### src/rtl/irq_router_pkg.sv
// Package irq_router_pkg
// Shared types and helpers for the toggle-status interrupt router.
// Assumes: nothing beyond IEEE 1800-2017 constant functions.
package irq_router_pkg;

    // Which register a bus address selects.
    typedef enum logic [1:0] {
        SEL_NONE = 2'd0,
        SEL_STAT = 2'd1,
        SEL_VEC  = 2'd2,
        SEL_ACK  = 2'd3
    } reg_sel_e;

    // Width of a routing register: encodes 0 (off) plus one code per thread.
    function automatic int vec_width(input int n_threads);
        return $clog2(n_threads + 1);
    endfunction

    // Width of an index over the routed sources (at least one bit).
    function automatic int idx_width(input int n_routed);
        return (n_routed > 1) ? $clog2(n_routed) : 1;
    endfunction

endpackage

### src/rtl/irq_reg_dec.sv
// Module irq_reg_dec
// Decodes the word address into a register select and per-register write
// enables. Map: 0 status, 1..N_ROUTED routing registers, N_ROUTED+1 ack.
// Assumes: ADDR_W is wide enough to hold N_ROUTED+1.
module irq_reg_dec
    import irq_router_pkg::*;
#(
    parameter int ADDR_W   = 4,
    parameter int N_ROUTED = 2,
    parameter int IDX_W    = 1
) (
    input  logic [ADDR_W-1:0]   addr,
    input  logic                wr,
    output reg_sel_e            sel,
    output logic [IDX_W-1:0]    vec_idx,
    output logic                stat_we,
    output logic [N_ROUTED-1:0] vec_we,
    output logic                ack_we
);

    localparam logic [ADDR_W-1:0] ADDR_STAT = '0;
    localparam logic [ADDR_W-1:0] ADDR_ACK  = ADDR_W'(N_ROUTED + 1);

    // Select the addressed register; unmapped addresses select nothing.
    always_comb begin
        sel     = SEL_NONE;
        vec_idx = '0;
        if (addr == ADDR_STAT) begin
            sel = SEL_STAT;
        end else if (addr == ADDR_ACK) begin
            sel = SEL_ACK;
        end
        for (int r = 0; r < N_ROUTED; r++) begin
            if (addr == ADDR_W'(r + 1)) begin
                sel     = SEL_VEC;
                vec_idx = IDX_W'(r);
            end
        end
    end

    assign stat_we = wr && (sel == SEL_STAT);
    assign ack_we  = wr && (sel == SEL_ACK);

    // One write enable per routing register.
    for (genvar r = 0; r < N_ROUTED; r++) begin : g_vec_we
        assign vec_we[r] = wr && (sel == SEL_VEC) && (vec_idx == IDX_W'(r));
    end

endmodule

### src/rtl/irq_stat_reg.sv
// Module irq_stat_reg
// Holds the interrupt status word. Software toggles bits (1 inverts, 0
// keeps); hardware events force bits to 1, winning over a same-cycle toggle.
// Reports 0->1 transitions of the routed bits for the cycle being committed.
// Assumes: ROUTED_BASE + N_ROUTED <= STAT_W.
module irq_stat_reg #(
    parameter int STAT_W      = 32,
    parameter int ROUTED_BASE = 16,
    parameter int N_ROUTED    = 2
) (
    input  logic                clk,
    input  logic                rst_n,
    input  logic                tog_we,
    input  logic [STAT_W-1:0]   tog_bits,
    input  logic [STAT_W-1:0]   hw_evt,
    output logic [STAT_W-1:0]   stat_q,
    output logic [N_ROUTED-1:0] rise_routed
);

    logic [STAT_W-1:0] tog_mask;
    logic [STAT_W-1:0] stat_d;

    // Next status: apply the toggle, then let hardware sets dominate.
    always_comb begin
        tog_mask = tog_we ? tog_bits : '0;
        stat_d   = (stat_q ^ tog_mask) | hw_evt;
    end

    // Rising edges of the routed bits between current and next status.
    assign rise_routed = stat_d[ROUTED_BASE +: N_ROUTED] & ~stat_q[ROUTED_BASE +: N_ROUTED];

    // Status register with synchronous reset to all zero.
    always_ff @(posedge clk) begin
        if (!rst_n) begin
            stat_q <= '0;
        end else begin
            stat_q <= stat_d;
        end
    end

endmodule

### src/rtl/irq_vec_bank.sv
// Module irq_vec_bank
// One routing register per routed source. A value v in 1..N_THREADS sends the
// source to thread v-1; 0 (or any larger code) disables the source.
// Assumes: write data is already narrowed to VEC_W bits.
module irq_vec_bank #(
    parameter int N_ROUTED = 2,
    parameter int VEC_W    = 3
) (
    input  logic                            clk,
    input  logic                            rst_n,
    input  logic [N_ROUTED-1:0]             vec_we,
    input  logic [VEC_W-1:0]                wdata,
    output logic [N_ROUTED-1:0][VEC_W-1:0]  vec_q
);

    for (genvar r = 0; r < N_ROUTED; r++) begin : g_vec
        // Routing register r: reset to off, load on its own write enable.
        always_ff @(posedge clk) begin
            if (!rst_n) begin
                vec_q[r] <= '0;
            end else if (vec_we[r]) begin
                vec_q[r] <= wdata;
            end
        end
    end

endmodule

### src/rtl/irq_trig_gen.sv
// Module irq_trig_gen
// Turns routed rising edges into per-thread pending flags and drives the
// active-low trigger lines. A flag clears only on an acknowledge write; a
// same-cycle new rise takes priority over the acknowledge.
// Assumes: rise inputs are single-cycle indications from the status register.
module irq_trig_gen #(
    parameter int N_ROUTED  = 2,
    parameter int N_THREADS = 4,
    parameter int VEC_W     = 3
) (
    input  logic                            clk,
    input  logic                            rst_n,
    input  logic [N_ROUTED-1:0]             rise,
    input  logic [N_ROUTED-1:0][VEC_W-1:0]  vec_q,
    input  logic                            ack_we,
    input  logic [N_THREADS-1:0]            ack_bits,
    output logic [N_THREADS-1:0]            trig_n
);

    logic [N_ROUTED-1:0][N_THREADS-1:0] hit;
    logic [N_THREADS-1:0]               set_bits;
    logic [N_THREADS-1:0]               clr_bits;
    logic [N_THREADS-1:0]               pend_q;

    // Decode each source's routing code into at most one thread hit.
    for (genvar r = 0; r < N_ROUTED; r++) begin : g_src
        for (genvar t = 0; t < N_THREADS; t++) begin : g_thr
            assign hit[r][t] = rise[r] && (vec_q[r] == VEC_W'(t + 1));
        end
    end

    // Merge the hits of all sources aimed at a thread.
    always_comb begin
        set_bits = '0;
        for (int r = 0; r < N_ROUTED; r++) begin
            set_bits = set_bits | hit[r];
        end
        clr_bits = ack_we ? ack_bits : '0;
    end

    // Pending flags: set dominates clear.
    always_ff @(posedge clk) begin
        if (!rst_n) begin
            pend_q <= '0;
        end else begin
            pend_q <= (pend_q & ~clr_bits) | set_bits;
        end
    end

    assign trig_n = ~pend_q;

endmodule

### src/rtl/irq_router.sv
// Module irq_router (top)
// Toggle-status interrupt router: status word, routing registers for the
// routed sources and per-thread active-low trigger lines, behind a simple
// read/write register bus with one cycle of read latency.
// Assumes: STAT_W >= max(N_THREADS, VEC_W); ADDR_W holds N_ROUTED+1.
module irq_router
    import irq_router_pkg::*;
#(
    parameter int STAT_W      = 32,
    parameter int N_THREADS   = 4,
    parameter int N_ROUTED    = 2,
    parameter int ROUTED_BASE = 16,
    parameter int ADDR_W      = 4
) (
    input  logic                 clk,
    input  logic                 rst_n,
    input  logic [ADDR_W-1:0]    bus_addr,
    input  logic                 bus_wr,
    input  logic                 bus_rd,
    input  logic [STAT_W-1:0]    bus_wdata,
    output logic [STAT_W-1:0]    bus_rdata,
    input  logic [STAT_W-1:0]    hw_evt,
    output logic [N_THREADS-1:0] trig_n
);

    localparam int VEC_W = vec_width(N_THREADS);
    localparam int IDX_W = idx_width(N_ROUTED);

    reg_sel_e                         sel;
    logic [IDX_W-1:0]                 vec_idx;
    logic                             stat_we;
    logic [N_ROUTED-1:0]              vec_we;
    logic                             ack_we;
    logic [STAT_W-1:0]                stat_q;
    logic [N_ROUTED-1:0]              rise_routed;
    logic [N_ROUTED-1:0][VEC_W-1:0]   vec_q;
    logic [STAT_W-1:0]                rd_val;

    irq_reg_dec #(
        .ADDR_W   (ADDR_W),
        .N_ROUTED (N_ROUTED),
        .IDX_W    (IDX_W)
    ) u_dec (
        .addr    (bus_addr),
        .wr      (bus_wr),
        .sel     (sel),
        .vec_idx (vec_idx),
        .stat_we (stat_we),
        .vec_we  (vec_we),
        .ack_we  (ack_we)
    );

    irq_stat_reg #(
        .STAT_W      (STAT_W),
        .ROUTED_BASE (ROUTED_BASE),
        .N_ROUTED    (N_ROUTED)
    ) u_stat (
        .clk         (clk),
        .rst_n       (rst_n),
        .tog_we      (stat_we),
        .tog_bits    (bus_wdata),
        .hw_evt      (hw_evt),
        .stat_q      (stat_q),
        .rise_routed (rise_routed)
    );

    irq_vec_bank #(
        .N_ROUTED (N_ROUTED),
        .VEC_W    (VEC_W)
    ) u_vec (
        .clk    (clk),
        .rst_n  (rst_n),
        .vec_we (vec_we),
        .wdata  (bus_wdata[VEC_W-1:0]),
        .vec_q  (vec_q)
    );

    irq_trig_gen #(
        .N_ROUTED  (N_ROUTED),
        .N_THREADS (N_THREADS),
        .VEC_W     (VEC_W)
    ) u_trig (
        .clk      (clk),
        .rst_n    (rst_n),
        .rise     (rise_routed),
        .vec_q    (vec_q),
        .ack_we   (ack_we),
        .ack_bits (bus_wdata[N_THREADS-1:0]),
        .trig_n   (trig_n)
    );

    // Read mux over the current register values.
    always_comb begin
        case (sel)
            SEL_STAT: rd_val = stat_q;
            SEL_VEC:  rd_val = STAT_W'(vec_q[vec_idx]);
            default:  rd_val = '0;
        endcase
    end

    // Registered read data: loads on a read strobe, holds otherwise.
    always_ff @(posedge clk) begin
        if (!rst_n) begin
            bus_rdata <= '0;
        end else if (bus_rd) begin
            bus_rdata <= rd_val;
        end
    end

endmodule

### config.mk
export PLATFORM = sky130hd
export DESIGN_NAME = irq_router
export DESIGN_NICKNAME = d
export VERILOG_FILES = /design/src/rtl/irq_router_pkg.sv /design/src/rtl/irq_reg_dec.sv /design/src/rtl/irq_stat_reg.sv /design/src/rtl/irq_vec_bank.sv /design/src/rtl/irq_trig_gen.sv /design/src/rtl/irq_router.sv
export SDC_FILE = /design/constraint.sdc
export NUM_CORES = 1
export LEC_CHECK = 0
export BUFFER_PORTS_ARGS = -buffer_cell sky130_fd_sc_hd__buf_2
export CAP_MARGIN = 0
export CORE_MARGIN = 2
export CORE_UTILIZATION = 35
export CTS_CLUSTER_SIZE = 28
export DETAILED_ROUTE_END_ITERATION = 6
export PLACE_DENSITY = 0.62
export REMOVE_ABC_BUFFERS = 1
export SLEW_MARGIN = 20
export SYNTH_ARGS = -nofsm -noshare
export SYNTH_HDL_FRONTEND = slang
export SYNTH_SLANG_ARGS = --single-unit
### constraint.sdc
create_clock -name clk -period 1.85 [get_ports clk]
set_input_delay 0.2775 -clock clk [delete_from_list [all_inputs] [get_ports clk]]
set_output_delay 0.2775 -clock clk [all_outputs]
set_load 0.03 [all_outputs]
* After elaboration in Yosys (flattened, before gate mapping) *
Index checks and enable logic that the tools add are counted.

storage, ports and cells
  output and inout bits = 36
  logic and storage cells = 54
  register bits = 74
  bits of input ports = 72

operators by class
  bitwise gates (word level) = 10
  mux-type cells = 10
  reductions and logical operators = 14
  order comparisons = 1
  equality and inequality tests = 14

operator list
  kind                count
  $pmux 32 s2         1
  $mux 32             1
  $or 32x32->32       1
  $xor 32x32->32      1
  $logic_and 1x1->1   13
  $eq 3x2->1 const B  4
  $eq 4x2->1 const B  2
  $mux 2              4
  $not 4->4           2
  $or 4x4->4          2
  $eq 3x1->1 const B  2
  $eq 3x3->1 const B  2
  $mux 3              2
  $and 4x4->4         1
  $eq 2x2->1 const B  2
  $eq 4x1->1 const B  1
  $logic_not 4->1     1
  $mux 4              1
  $and 2x2->2         1
  $eq 2x1->1 const B  1
  $lt 1x2->1 const B  1
  $not 2->2           1
  $mux 1              1
  $not 1->1           1

* Logic depth before layout (Yosys ltp) *
Gate-level depths: netlist (run 1).

  word-level depth = 14
  gate-level depth with buffers = 9
  mapped depth without buffers = 7

* Hierarchy *
Synthesis (run 1) repeated with hierarchy kept, for this count alone.

unflattened totals
  cell total of the unflattened synthesis = 346
  area total of the unflattened synthesis = 3397.0 um^2

modules (own cells, without submodules)
  module        area an instance (um^2)  cells an instance  times used  sequential area each (um^2)
  irq_stat_reg  1485.2                   142                1           640.6
  irq_router    1368.8                   150                1           640.6
  irq_trig_gen  255.2                    24                 1           80.1
  irq_vec_bank  217.7                    18                 1           120.1
  irq_reg_dec   70.1                     12                 1           0.0

* Worst setup path after synthesis (run 1) *
OpenSTA, ideal clock, no wires.

  path type = input port to flip-flop
  start = input bus_addr[1]
  end = register u_stat.stat_q[31]
  buffers on the path = 2
  setup time = 0.115 ns
  arrival = 1.553 ns
  path slack = 0.182 ns
  stages on the path = 8
  data required time = 1.735 ns
  cells stage by stage = xnor2_1 and2_1 ha_1 buf_2 buf_1 nand3_1 xnor2_1 o21a_1

between the ends
  word-level cells in the longest chain between the ends = 10
  elaborated cells on any way between the ends = 13
  those cells by class = eq/ne: 4; mux: 5; bitwise: 2; reduce/logical: 2

ends and longest elaborated chain
  what                   line                source
  start, declared        irq_router.sv:17    input logic [ADDR_W-1:0] bus_addr,
  $eq 4x2->1             irq_reg_dec.sv:30   end else if (addr == ADDR_ACK) begin
  $mux 2                 irq_reg_dec.sv:30
  $mux 2                 irq_reg_dec.sv:28   if (addr == ADDR_STAT) begin
  $mux 2                 irq_reg_dec.sv:34   if (addr == ADDR_W'(r + 1)) begin
  $mux 2 (*)             irq_reg_dec.sv:34
  $eq 2x1->1 (*)         irq_reg_dec.sv:41   assign stat_we = wr && (sel == SEL_STAT);
  $logic_and 1x1->1 (*)  irq_reg_dec.sv:41
  $mux 32 (*)            irq_stat_reg.sv:25  tog_mask = tog_we ? tog_bits : '0;
  $xor 32x32->32 (*)     irq_stat_reg.sv:26  stat_d = (stat_q ^ tog_mask) | hw_evt;
  $or 32x32->32 (*)      irq_stat_reg.sv:26
  end signal, assigned   irq_stat_reg.sv:37  stat_q <= stat_d;
  end, declared          irq_stat_reg.sv:16  output logic [STAT_W-1:0] stat_q,

Every way passes the cells marked *; elsewhere a longest branch is shown, timed or not.
A chain may end at the register's enable or synchronous reset.

* Worst setup path in the final report (run 1) *
  start = input bus_addr[3]
  end = register u_trig.pend_q[2]

between the ends
  word-level cells in the longest chain between the ends = 14
  elaborated cells on any way between the ends = 23
  those cells by class = eq/ne: 5; mux: 6; bitwise: 7; reduce/logical: 5

ends and longest elaborated chain
  what                  line                source
  $eq 4x2->1            irq_reg_dec.sv:30
  $mux 2                irq_reg_dec.sv:30
  $mux 2                irq_reg_dec.sv:28
  $mux 2                irq_reg_dec.sv:34
  $mux 2 (*)            irq_reg_dec.sv:34
  $eq 2x1->1            irq_reg_dec.sv:41
  $logic_and 1x1->1     irq_reg_dec.sv:41
  $mux 32               irq_stat_reg.sv:25
  $xor 32x32->32        irq_stat_reg.sv:26
  $or 32x32->32         irq_stat_reg.sv:26
  $and 2x2->2           irq_stat_reg.sv:30  assign rise_routed = stat_d[ROUTED_BASE +: N_ROUTED] & ~stat_q[ROUTED_BASE +: N_ROUTED];
  $logic_and 1x1->1     irq_trig_gen.sv:28  assign hit[r][t] = rise[r] && (vec_q[r] == VEC_W'(t + 1));
  $or 4x4->4            irq_trig_gen.sv:36  set_bits = set_bits | hit[r];
  $or 4x4->4 (*)        irq_trig_gen.sv:46  pend_q <= (pend_q & ~clr_bits) | set_bits;
  end signal, assigned  irq_trig_gen.sv:46
  end, declared         irq_trig_gen.sv:23  logic [N_THREADS-1:0] pend_q;

Marks and branches as above.

==> results of run 1 <==
## report_power, final
part           switching [mW]  internal [mW]  total (mW)
logic                   0.188          0.194       0.382
registers              0.0438           1.66        1.70
clock network           0.589          0.869        1.46
## final timing paths
kind	startpoint	end	depth (start not counted)
hold / removal	hw_evt[0]	u_stat.stat_q[0]	2
setup reg to reg	u_stat.stat_q[17]	u_trig.pend_q[1]	3
hold reg to reg	bus_rdata[17]	bus_rdata[17]	2
setup / recovery	bus_addr[3]	u_trig.pend_q[2]	8
## critical path, stage by stage
cell and delay (ps):
buf_2 120, nor2_1 130, o21a_1 190, inv_1 60
ha_2 200, a31oi_1 330, nor4b_1 130, a221o_1 320
## final cells by class
type                    instances  area, um2  area share, %
clock buffers                  12        165           3.88
clock inverters                 4       72.6           1.70
inverters                      11       41.3          0.969
multi-input cells             251       1700           39.9
flip-flops and latches         74       1480           34.8
well taps                     129        161           3.79
repair buffers                116        641           15.0
## per-stage QoR
| step | util, % | TNS (ps) | hold WS [ps] | std cells | setup slack (ps) |
|---|---|---|---|---|---|
| 3_5_place_dp | 43.5 | -38.5 | 466 | 581 | -13.2 |
| 2_1_floorplan | - | -30300 | 394 | 336 | -887 |
| 6_report | 46.1 | 0 | 139 | 597 | 327 |
| 5_1_grt | 46.1 | 0 | 130 | 597 | 223 |
| 4_1_cts | 46.1 | 0 | 127 | 597 | 356 |
| 3_3_place_gp | 43.5 | 0 | 460 | 581 | 31.9 |
## routing by layer
| layer | GRT usage, % | wire length, um |
|---|---|---|
| met5 | 0 | 0 |
| met4 | 6.24 | 126 |
| met3 | 3.66 | 374 |
| met2 | 24.8 | 3390 |
| met1 | 20.0 | 3810 |
## flip-flops by register name, indices dropped and copies added, names as in the netlist
register,flops
u_vec.vec_q,6
bus_rdata,32
u_trig.pend_q,4
u_stat.stat_q,32
## cells by family after synthesis
family          count (synthesis)  synth area share, %
buf+inv                        38                 4.51
fa+ha+maj                       3                 1.13
simple gates                  124                 20.9
compound gates                 88                 19.4
xor+xnor                       33                 8.68
mux                             3                0.902
flops                          74                 44.5
## placed cells by master, fill, tap and decap left out, drive strengths merged, types with 3 or more instances in the layout
| cell | instances |
|---|---|
| clkbuf | 12 |
| mux2i | 3 |
| buf | 116 |
| xnor2 | 33 |
| dfxtp | 74 |
| nand2b | 34 |
| nand2 | 8 |
| ha | 3 |
| o21a | 33 |
| nand3 | 69 |
| a31oi | 5 |
| o21ai | 6 |
| o22ai | 3 |
| a21boi | 35 |
| o2bb2ai | 3 |
| inv | 11 |
| nor4b | 3 |
## cell usage after synthesis, drive strengths merged (5+ instances only)
cell type,instances,area share [%]
clkbuf,14,1.6
nand3,69,10
inv,11,1.2
a31oi,5,0.94
nand2,8,0.90
xnor2,33,8.7
o21a,33,7.4
nand2b,34,6.4
a21boi,35,7.9
buf,13,1.7
dfxtp,74,45
o21ai,6,0.90
==> flow_summary.toml, run 1 <==
[power]
p_leak_nw = 1.64
cellPowerDensity_nw_per_um2 = 831
p_total_mw = 3.54
max-vdd-ir-drop_mv = 0.347

[setup_path]
crit_required_ps = 2070
worstPathMaxFanout = 4
startpoint_type = "input port"
crit_type = "in -> reg"
rrSetupSlack_ps = 650
worstPathArrival_ps = 1750
end_kind = "flop"

[yosys]
synthesis.area_um2 = 3330
postSynthCellCount = 363
yosysSeqAreaShare_pct = 44.5
ys_types = 29
ys_ff_latch = 74
synthArstFlopShare_pct = 0
synthFlopType = "dfxtp_1"
synth-edff-count = 0
synth_warnings = 0
syn_avg_cell_area_um2 = 9.17

[routing]
ant_nets = 0
drt-initial-drc-count = 117
drcViolationCount = 0
via_count = 2862
viasPerCell = 4.79
wl_um = 7700
routedWlPerCell_um = 12.9
drt_pre_antenna_iters = 6

[global_routing]
grt_start_max_net_pins = 66
grt_pass1_vias = 2831
overflow = 0
antenna_found_initial = 0
grt_pass1_wl_um = 12700
track_usage_pct = 15.5

[finish]
final_area_um2 = 4260
layout-drive-gt1-share_pct = 28.6
synthToLayoutAreaGrowth_pct = 28.0
fillers = 932
nets = 538
num_antenna_cells = 0

[floorplan]
ios = 108
die_y_um = 102
initial_core_util_pct = 36.0
num_rows = 35
core_um2 = 9240
die-area_um2 = 10300
die_w_um = 102

[clocking]
cts_made_buffers = 9
insertion_delay_ps = 340
clockBufferDepth = 2
htreeDepth = 3
clkSlewWorstSetupHoldPaths_ps = 90
cts.sinks = 74
cts_resized = 0
cts_root_buf = "clkbuf_8"
cts_tree = "built"
post_cts_buffers = 0
ctsHoldBuffers = 0

[job]
drv_cap = 0

[timing]
clock_skew_ps = 12.3
period_share_pct = 82.3
max_slew_margin_pct = 63.0
rsz0062_at_grt = "false"
setup_viol = 0
fin_crit_ps = 1520
finalHoldViolCount = 0
slew_viol_final = 0
fmax_ghz = 0.657
worst_slew_pin_slew_ps = 553

[outcome]
status = "complete, no violations"

[hold_path]
hold_class = "in -> reg"

[placement]
dp_hpwl_um = 5460
place_area_um2 = 4020
gp_congestion = 0.872
io_buffer_count = 107
Power figures use the tool's default switching activity.
==> run 2, diff against run 1 <==
clock period = 1.5 ns   (was 1.85 ns; I/O delays follow)
==> flow_summary.toml, run 2 (synthesized netlist as in run 1, its figures left out) <==
[outcome]
status = "complete, no violations"

[routing]
drt-initial-drc-count = 93
drcViolationCount = 0
ant_nets = 0
routedWlPerCell_um = 13.0
via_count = 2976
wl_um = 7950
viasPerCell = 4.86
drt_pre_antenna_iters = 4

[timing]
worst_slack_ps = 74.5
tns_ps = 0
fmax_ghz = 0.701
period_share_pct = 95.0
slew_viol_final = 0
rsz0062_at_grt = "true"
max_slew_margin_pct = 74.0
worst_slew_pin_slew_ps = 384
clock_skew_ps = 6.18
fin_crit_ps = 1430
finalHoldViolCount = 0
setup_viol = 0

[global_routing]
overflow = 0
antenna_found_initial = 0
grt_pass1_wl_um = 13100
grt_pass1_vias = 2851
grt_start_max_net_pins = 66
track_usage_pct = 15.9

[finish]
final_util_pct = 47.1
num_antenna_cells = 0
mostFrequentLayoutCells = "buf_2 (107), dfxtp_1 (74), nand3_1 (69), a21boi_0 (35), nand2b_1 (34)"
layout_top_registers = "bus_rdata x32, u_stat.stat_q x32, u_vec.vec_q x6"
nets = 553
layout-drive-gt1-share_pct = 30.8
final_common_cell = "buf_2"
final_area_um2 = 4350
synthToLayoutAreaGrowth_pct = 30.8

[clocking]
clockBufferDepth = 2
htreeDepth = 3
cts_root_buf = "clkbuf_8"
cts_made_buffers = 9
clkSlewWorstSetupHoldPaths_ps = 70
insertion_delay_ps = 340
cts.sinks = 74
cts_tree = "built"

[setup_path]
worstPathMaxFanout = 5
crit_required_ps = 1750
slowest_stage = "or4_1"
end_kind = "flop"
crit_type = "in -> reg"
slowest_delay_ps = 550
cp_cell_sequence = "buf_2 > xnor2_1 > and2_1 > ha_2 > a31oi_2 > or4_1 > o311ai_2"
reg2reg_from = "u_stat.stat_q[17]"
startpoint_type = "input port"
worstPathArrival_ps = 1680
crit_family = "simple AND/OR/NAND/NOR gates"
crit_buf_inv = 1
crit_path_start = "bus_addr[1]"

[placement]
io_buffer_count = 107
gp_congestion = 0.846
post-place-ws_ps = -271
dp_hpwl_um = 5680
place_area_um2 = 4140

[floorplan]
die_y_um = 102
num_rows = 35
core_um2 = 9240
die-area_um2 = 10300
ios = 108
die_w_um = 102
initial_core_util_pct = 36.0

[hold_path]
hold_class = "in -> reg"
min_from = "hw_evt[0]"

[job]
drv_cap = 0

[power]
p_leak_nw = 1.70
cellPowerDensity_nw_per_um2 = 957
p_total_mw = 4.17
max-vdd-ir-drop_mv = 0.406
-- run 2: changes by cell type in the layout (fill, tap and decap cells not counted), sizes merged --
cell,before,now
bufinv,2,1
buf,116,131
clkinvlp,1,0
clkbuf,12,14
-- run 2: what timing repair did --
action / in CTS / in global routing
buffers inserted: 0 / 0
endpoints found under the setup margin: 0 / 3
resized for setup: 0 / 3
hold buffers: 0 / 0
-- run 2: report_power, final --
part           switching (mW)  internal, mW  leakage, nW
sequential             0.0543          2.04        0.607
clock                   0.703         0.860        0.101
combinational           0.241         0.264        0.989
total                   0.998          3.17         1.70
-- run 2: per-layer routing --
layer | GRT usage (%) | vias up | wire (um)
met5 | 0 | - | 0
met4 | 7.38 | 0 | 152
met3 | 3.66 | 10 | 474
met2 | 25.8 | 84 | 3680
met1 | 20.1 | 1391 | 3640
li1 | - | 1491 | -
-- run 2: path summary, 6_finish.rpt --
path | end | slack [ps] | depth (start not counted)
worst max-delay path | u_trig.pend_q[1] | 70 | 7
worst min-delay path | u_stat.stat_q[0] | 90 | 2
worst max register to register | u_trig.pend_q[1] | 300 | 3
worst min register to register | bus_rdata[30] | 480 | 2
-- run 2: worst reg2reg max path: cells and delay by family (launching register included) --
family          cells  cell delay [ps]
compound gates      1              100
simple gates        2              680
flops               1              330
-- run 2: area by class of cell --
type                       instances  area (um2)
clock buffer                      14         163
clock inverter                     2        35.0
fill                             929        4890
inverter                          11        41.3
multi-input combinational        251        1720
sequential                        74        1480
tap                              129         161
timing repair buffer             131         753
-- run 2: metrics by stage --
stage | hold slack, ps | cells
2_1_floorplan | 342 | 336
3_3_place_gp | 433 | 596
3_5_place_dp | 438 | 596
4_1_cts | 71.5 | 612
5_1_grt | 72.7 | 612
6_report | 90.6 | 612
==> run 3, diff against run 2 <==
clock period = 1.6 ns   (was 1.5 ns; I/O delays follow)
==> flow_summary.toml, run 3 (synthesized netlist as in run 1, its figures left out) <==
[global_routing]
grt_pass1_wl_um = 13200
grt_pass1_vias = 2832
antenna_found_initial = 0
grt_start_max_net_pins = 66
overflow = 0
track_usage_pct = 16.0

[setup_path]
slowest_delay_ps = 550
worstPathArrival_ps = 1690
worstPathMaxFanout = 5
startpoint_type = "input port"
slowest_stage = "or4_1"
crit_family = "simple AND/OR/NAND/NOR gates"
rrSetupSlack_ps = 420
reg2reg_to = "u_trig.pend_q[1]"
reg2reg_depth = 3
crit_buf_inv = 1
cp_cell_sequence = "buf_2 > xnor2_1 > and2_1 > ha_2 > a31oi_1 > or4_1 > o311ai_1"
end_kind = "flop"
reg2reg_from = "u_stat.stat_q[17]"
crit_type = "in -> reg"
crit_required_ps = 1850

[timing]
tns_ps = 0
max_slew_margin_pct = 75.6
fmax_ghz = 0.692
whs_ps = 102
rsz0062_at_grt = "false"
clock_skew_ps = 8.81
fin_crit_ps = 1450
finalHoldViolCount = 0
setup_viol = 0
worst_slew_pin_slew_ps = 360
slew_viol_final = 0
worst_slack_ps = 154
period_share_pct = 90.4

[routing]
viasPerCell = 4.85
routedWlPerCell_um = 13.0
drcViolationCount = 0
via_count = 2969
drt_pre_antenna_iters = 4
wl_um = 7980
drt-initial-drc-count = 102
ant_nets = 0

[hold_path]
min_to = "u_stat.stat_q[15]"
hold_class = "in -> reg"
min_path_cells = 2
min_from = "hw_evt[15]"

[floorplan]
num_rows = 35
die-area_um2 = 10300
initial_core_util_pct = 36.0
ios = 108
core_um2 = 9240
die_y_um = 102
die_w_um = 102

[finish]
synthToLayoutAreaGrowth_pct = 31.9
final_util_pct = 47.5
final_common_cell = "buf_2"
nets = 553
layout_top_registers = "bus_rdata x32, u_stat.stat_q x32, u_vec.vec_q x6"
fin_cells = 612
fillers = 927
mostFrequentLayoutCells = "buf_2 (107), dfxtp_1 (74), nand3_1 (69), a21boi_0 (35), nand2b_1 (34)"
num_antenna_cells = 0
layout-drive-gt1-share_pct = 30.6

[clocking]
clockBufferDepth = 2
cts_resized = 0
cts_made_buffers = 9
insertion_delay_ps = 340
ctsHoldBuffers = 0
htreeDepth = 3
cts_root_buf = "clkbuf_8"
post_cts_buffers = 0
cts_tree = "built"
cts.sinks = 74
clkSlewWorstSetupHoldPaths_ps = 80

[outcome]
status = "complete, no violations"

[power]
max-vdd-ir-drop_mv = 0.655
p_leak_nw = 1.72
cellPowerDensity_nw_per_um2 = 968

[placement]
dp_hpwl_um = 5650
io_buffer_count = 107
place_inst = 596
gp_congestion = 0.838
post-place-ws_ps = -200

[job]
drv_cap = 0
==> run 3: cell type report <==
type	instances	area (um2)	area share (%)
clock buffer	12	155	3.53
clock inverter	4	97.6	2.22
inverter	11	41.3	0.941
multi-input combinational	251	1700	38.7
sequential	74	1480	33.8
tap	129	161	3.68
timing repair buffer	131	753	17.2
==> run 3: per-layer routing <==
layer,track usage [%],wire length (um),vias up
met5,0,0,-
met4,5.30,113,0
met3,5.45,507,10
met2,25.3,3640,90
met1,20.6,3720,1384
li1,-,-,1485
==> run 3: worst max path at each step <==
stage | start | end | slack [ps] | cells past startpoint
finish | bus_addr[1] | u_trig.pend_q[1] | 150 | 7
global route | bus_addr[1] | u_trig.pend_q[2] | 10 | 7
CTS | bus_addr[1] | u_trig.pend_q[1] | 170 | 7
detailed placement | bus_addr[1] | u_trig.pend_q[1] | -200 | 7
global placement | bus_addr[1] | u_trig.pend_q[1] | -160 | 7
floorplan | bus_addr[1] | u_trig.pend_q[1] | -1100 | 6
==> run 3: metrics by stage <==
step / total power, mW / cell area, um2
2_1_floorplan: 2.22 / 3220
3_3_place_gp: 2.47 / 4140
3_5_place_dp: 2.49 / 4140
4_1_cts: 4.31 / 4390
5_1_grt: 4.42 / 4390
6_report: 4.25 / 4390
==> run 3: where the power goes <==
group          total, mW  internal, mW  leakage (nW)  switching, mW
clock network       1.81          1.12         0.123          0.686
logic              0.471         0.246         0.986          0.225
registers           1.97          1.92         0.607         0.0508
